## config.mk

```make
export PLATFORM = sky130hd
export DESIGN_NAME = vt_oh_gen
export DESIGN_NICKNAME = d
export VERILOG_FILES = /design/src/rtl/vt_oh_gen.sv
export SDC_FILE = /design/constraint.sdc
export NUM_CORES = 1
export LEC_CHECK = 0
export ABC_AREA = 1
export BUFFER_PORTS_ARGS = -buffer_cell sky130_fd_sc_hd__buf_2
export CORE_UTILIZATION = 40
export DETAILED_ROUTE_END_ITERATION = 12
export PLACE_DENSITY_LB_ADDON = 0.3
export RECOVER_POWER = 50
export SYNTH_ARGS = -nofsm -noshare
export SYNTH_HDL_FRONTEND = slang
export SYNTH_SLANG_ARGS = --single-unit
```

## constraint.sdc

```tcl
create_clock -name clk -period 1.4 [get_ports clk]
set_clock_uncertainty 0.1 [all_clocks]
set_input_delay 0.07 -clock clk [delete_from_list [all_inputs] [get_ports clk]]
set_output_delay 0.07 -clock clk [all_outputs]
set_load 0.005 [all_outputs]
```

## src/rtl/vt_oh_gen.sv

```systemverilog
module vt_oh_gen #(
  parameter int          DW      = 8,
  parameter logic [7:0]  V1_WIDE = 8'h68,
  parameter logic [7:0]  V2_WIDE = 8'h69,
  parameter logic [7:0]  V1_NARR = 8'h6C,
  parameter logic [7:0]  V2_NARR = 8'h4E
) (
  input  logic          clk,
  input  logic          rst_n,
  input  logic          in_valid,
  input  logic [1:0]    slot,
  input  logic [DW-1:0] in_byte,
  input  logic          vt2_mode,
  input  logic          bip_err_ins,
  input  logic          rei_ind,
  input  logic          rfi_force,
  input  logic [2:0]    sig_label,
  input  logic          rdi_ind,
  output logic          tx_valid,
  output logic [DW-1:0] tx_byte
);

  localparam logic [1:0] SL_DATA = 2'd0;
  localparam logic [1:0] SL_PTR1 = 2'd1;
  localparam logic [1:0] SL_PTR2 = 2'd2;
  localparam logic [1:0] SL_V5   = 2'd3;
  localparam logic [DW-1:0] ODD_MASK = {(DW/2){2'b10}};

  logic [1:0]    par_acc;
  logic [DW-1:0] v5_byte;
  logic [DW-1:0] nxt_byte;
  logic [1:0]    nxt_fold;

  assign v5_byte  = {par_acc ^ {2{bip_err_ins}}, rei_ind, rfi_force, sig_label, rdi_ind};
  assign nxt_fold = {^(nxt_byte & ODD_MASK), ^(nxt_byte & ~ODD_MASK)};

  always_comb begin
    case (slot)
      SL_PTR1: nxt_byte = vt2_mode ? V1_WIDE : V1_NARR;
      SL_PTR2: nxt_byte = vt2_mode ? V2_WIDE : V2_NARR;
      SL_V5:   nxt_byte = v5_byte;
      default: nxt_byte = in_byte;
    endcase
  end

  always_ff @(posedge clk) begin
    if (!rst_n) begin
      tx_valid <= 1'b0;
      tx_byte  <= '0;
      par_acc  <= 2'b00;
    end else if (in_valid) begin
      tx_valid <= 1'b1;
      tx_byte  <= nxt_byte;
      par_acc  <= (slot == SL_V5) ? nxt_fold : (par_acc ^ nxt_fold);
    end else begin
      tx_valid <= 1'b0;
    end
  end

  assert_payload_pass_R1: assert property (@(posedge clk) disable iff (!rst_n)
    (in_valid && slot == SL_DATA) |=> (tx_valid && tx_byte == $past(in_byte)));

  assert_ptr_value_R2: assert property (@(posedge clk) disable iff (!rst_n)
    (in_valid && slot == SL_PTR2 && !vt2_mode) |=> (tx_byte == V2_NARR));

  assert_v5_fields_R7: assert property (@(posedge clk) disable iff (!rst_n)
    (in_valid && slot == SL_V5) |=>
      (tx_byte[5] == $past(rei_ind) && tx_byte[4] == $past(rfi_force) &&
       tx_byte[3:1] == $past(sig_label) && tx_byte[0] == $past(rdi_ind)));

  assert_idle_hold_R8: assert property (@(posedge clk) disable iff (!rst_n)
    !in_valid |=> (!tx_valid && $stable(tx_byte)));

  assert_accept_R1: assert property (@(posedge clk) disable iff (!rst_n)
    in_valid |=> tx_valid);

endmodule

```

# Word level (Yosys, flattened, before mapping)
# Index checks and enable logic that the tools add are counted.
[word_totals]
regBits = 11
out_inout_bits = 9
word_cells = 15
[classes]
eq_ne = 3
n_mux = 5
n_bitwise = 2
reduce_logical = 2
[op_table]
columns = ["op", "n"]
rows = [
  ["case mux 8 bit (3 select lines)", 1],
  ["XOR reduction 8 bit", 2],
  ["two-way mux 6 bit", 1],
  ["== test 2 bit, second input constant", 2],
  ["bitwise XOR 2 bit", 2],
  ["two-way mux 3 bit", 1],
  ["== test 2 x 1 -> 1 bit, second input constant", 1],
  ["two-way mux 2 bit", 1],
  ["two-way mux 1 bit", 1],
]

# Depth between registers and ports, before layout
[depth]
word_depth = 5
depth_mapped = 13
depth_no_buf = 13

# Worst setup path before layout
# Ideal clock, no wire load.
[synth_path]
kind = "register -> register"
startpoint = "reg par_acc[1]"
endpoint = "reg par_acc[1]"
arrival_time_ps = 919
setup_slack_ps = 271
path_stages_with_launch = 12
synth_period_minus_slack_ps = 1129
path_cell_list = "dfxtp_1 -> inv_1 -> nand2_1 -> nand3_2 -> nand2_2 -> nand2_1 -> nand2_1 -> nand2_1 -> nand3_1 -> nand2_1 -> inv_1 -> nor2_1"
[synth_via]
elab_chain_cells = 5
[synth_lines]
columns = ["element", "line", "text"]
rows = [
  ["start: declaration", "29", "logic [1:0] par_acc;"],
  ["start signal: assignment", "54", "par_acc <= (slot == SL_V5) ? nxt_fold : (par_acc ^ nxt_fold);"],
  ["bitwise XOR 2 bit", "34", "assign v5_byte = {par_acc ^ {2{bip_err_ins}}, rei_ind, rfi_force, sig_label, rdi_ind};"],
  ["case mux 8 bit (3 select lines)", "38", "case (slot)"],
  ["XOR reduction 8 bit", "35", "assign nxt_fold = {^(nxt_byte & ODD_MASK), ^(nxt_byte & ~ODD_MASK)};"],
  ["bitwise XOR 2 bit", "54", ""],
  ["two-way mux 2 bit *", "54", ""],
]
# Every way passes the cells marked *; elsewhere a longest branch is shown, timed or not.
# A chain may end at the register's enable or synchronous reset.

# Worst setup path in the final report
# Ends and elaborated chain as after synthesis.

==> impl_metrics.py <==
metrics = {
    "clock_network": {
        "cts_sinks": 11,
        "cts_setup_buffers": 0,
        "root_buffer": "clkbuf_4",
        "cts_resized": 0,
        "cts.path.max_buffers": 2,
        "ctsHtreeMaxLevel": 1,
        "tritoncts": "built",
        "hold_buffers": 0,
        "cts_buffers": 3,
        "clock_latency_ns": 0.27,
        "clk_pin_slew_ns": 0.07,
    },
    "yosys": {
        "ys_top_cells_by_area": "dfxtp_1, nand2_1, inv_1, o21ai_0, nand3_1",
        "synth_fp_nets": 155,
        "synth_edf_count": 0,
        "syn_area_um2": 761,
        "ys_warn_count": 0,
        "synth_flop_cell": "dfxtp_1",
        "ys_seq_elements": 11,
        "ys_types": 19,
        "synth_async_sr_flop_share_pct": 0,
        "synth_cells": 134,
        "synth_top_cell_by_area": "dfxtp_1",
        "yosysTopAreaCellShare_pct": 28.9,
        "synth.top_cells.by_count": "nand2_1, inv_1, dfxtp_1",
        "yosysMostFrequentCell": "nand2_1",
        "syn_area_per_cell_um2": 5.68,
        "seq_area_frac_synth_pct": 28.9,
    },
    "floorplanning": {
        "die_area_um2": 2080,
        "start_util_pct": 43.6,
        "fp.dieW_um": 45.6,
        "die_h_um": 45.6,
        "io_pins": 30,
        "rows": 15,
        "core_region_area_um2": 1750,
    },
    "placed_design": {
        "dp_cells": 185,
        "gp_congestion": 0.796,
        "hpwlAfterDp_um": 1370,
        "io_buffers": 29,
        "placed_cell_area_um2": 925,
    },
    "power": {
        "p_per_area_nw_per_um2": 846,
        "ir_worst_vdd_mv": 0.625,
        "p_leak_nw": 0.589,
    },
    "hold_path": {
        "hold_class": "input pin to register",
    },
    "route": {
        "drc_errors": 0,
        "vias_per_cell": 4.63,
        "wl_per_cell_um": 8.71,
        "drtIter0Drc": 15,
        "first_pass_iters": 4,
        "routed_wl_um": 1650,
        "antenna_left": 0,
        "vias": 875,
    },
    "sta": {
        "post-route-period-util_pct": 92.3,
        "fmaxAchievable_mhz": 774,
        "timing.final.crit_period_ns": 1.29,
        "rsz0062_at_grt": "false",
        "setup_tns_ns": 0,
        "final_hold_viol_count": 0,
        "setup_violations": 0,
        "finalMaxSlewViolations": 0,
        "tightest_slew_ns": 0.295,
        "timing.slew.headroom_pct": 80.4,
    },
    "worst_setup_path": {
        "crit_path_max_incr_delay_ns": 0.37,
        "crit_path_start_kind": "register",
        "critPathCaptureType": "register",
        "path_cells": "inv_1 > nand2_1 > nand3_2 > nand2_2 > inv_2 > nand2_1 > nand2_1 > nand2_1 > nand3_1 > nand2_1 > inv_1 > nor2_1",
        "critPathSlowestCell": "dfxtp_1",
        "cpMostUsedCell": "nand2_1",
        "cp.arrival_ns": 1.40,
        "crit_fanout": 3,
        "crit_type": "register to register",
        "cp.required_ns": 1.51,
    },
    "global_routing": {
        "antenna_found_initial": 0,
        "grt.overflow.total": 0,
        "globalRouteTotalUtil_pct": 18.5,
        "grt_start_max_net_pins": 21,
        "grt_pass1_vias": 715,
        "grt_first_pass_wirelength_um": 2780,
    },
    "final_layout": {
        "diodes": 0,
        "drive_gt1_share_pct": 26.2,
        "final_area_um2": 950,
        "instances_no_fill": 189,
        "synthToLayoutAreaGrowth_pct": 24.8,
        "nets": 186,
    },
    "run": {
        "max_cap_viol_count": 0,
    },
    "run_status": {
        "outcome": "completed",
    },
}
-- per-stage QoR --
stage	total power [mW]	setup WS (ns)	util [%]	hold WS, ns
6_report	0.803	0.108	54.4	0.0137
5_1_grt	0.865	0.000759	54.4	0.0315
2_1_floorplan	0.512	0.271	-	0.141
4_1_cts	0.808	0.0939	54.5	0.00973
3_3_place_gp	0.580	0.0615	53.0	0.292
3_5_place_dp	0.587	0.0348	53.0	0.303
-- cells in the final DEF (no fill, tap or decap), drive strengths merged --
master   n
nand3    8
nor2    10
nand4    3
nand2   49
buf     27
o21ai   11
or2      1
o21bai   1
o211ai   3
clkbuf   6
dfxtp   11
a21oi    6
inv     28
-- power by group --
group / switching (mW) / internal (mW)
Clock: 0.114 / 0.110
Sequential: 0.0144 / 0.339
Combinational: 0.133 / 0.0917
-- worst max-delay path: cells and delay by family, from the launching register on --
| family | cells | cell delay [ns] |
|---|---|---|
| flops | 1 | 0.37 |
| buf+inv | 3 | 0.13 |
| simple gates | 9 | 0.61 |
-- routing by layer --
layer / vias to the layer above / GRT usage [%] / wire length, µm
met5: - / 0 / 0
met4: 0 / 3.64 / 0
met3: 0 / 5.95 / 80
met2: 22 / 33.4 / 851
met1: 379 / 21.1 / 713
li1: 474 / - / -
-- state kept, by name (all words and copies together) (netlist names) --
| register | cells |
|---|---|
| par_acc | 2 |
| tx_byte | 8 |
| tx_valid | 1 |
-- final cells by class --
| class | instances | area, µm² |
|---|---|---|
| inverters | 28 | 105 |
| flip-flops and latches | 11 | 221 |
| fillers | 190 | 796 |
| repair buffers | 29 | 143 |
| clock buffers | 4 | 26.3 |
| multi-input cells | 92 | 423 |
| well taps | 25 | 31.3 |
-- path summary, 6_finish.rpt --
kind | start | endpoint | slack [ns] | cells after the start
max | par_acc[1]$_SDFFE_PN0P_ | par_acc[1]$_SDFFE_PN0P_ | 0.11 | 12
min | rst_n | par_acc[1]$_SDFFE_PN0P_ | 0.01 | 3
max reg2reg | par_acc[1]$_SDFFE_PN0P_ | par_acc[1]$_SDFFE_PN0P_ | 0.11 | 12
min reg2reg | tx_byte[7]$_SDFFE_PN0P_ | tx_byte[7]$_SDFFE_PN0P_ | 0.38 | 2
-- kinds of logic after synthesis --
family,Yosys count,synth area share (%)
buf+inv,31,15.5
compound gates,21,15.6
flops,11,28.9
simple gates,71,40.0
Note: power is estimated with default switching activity, not from simulation.
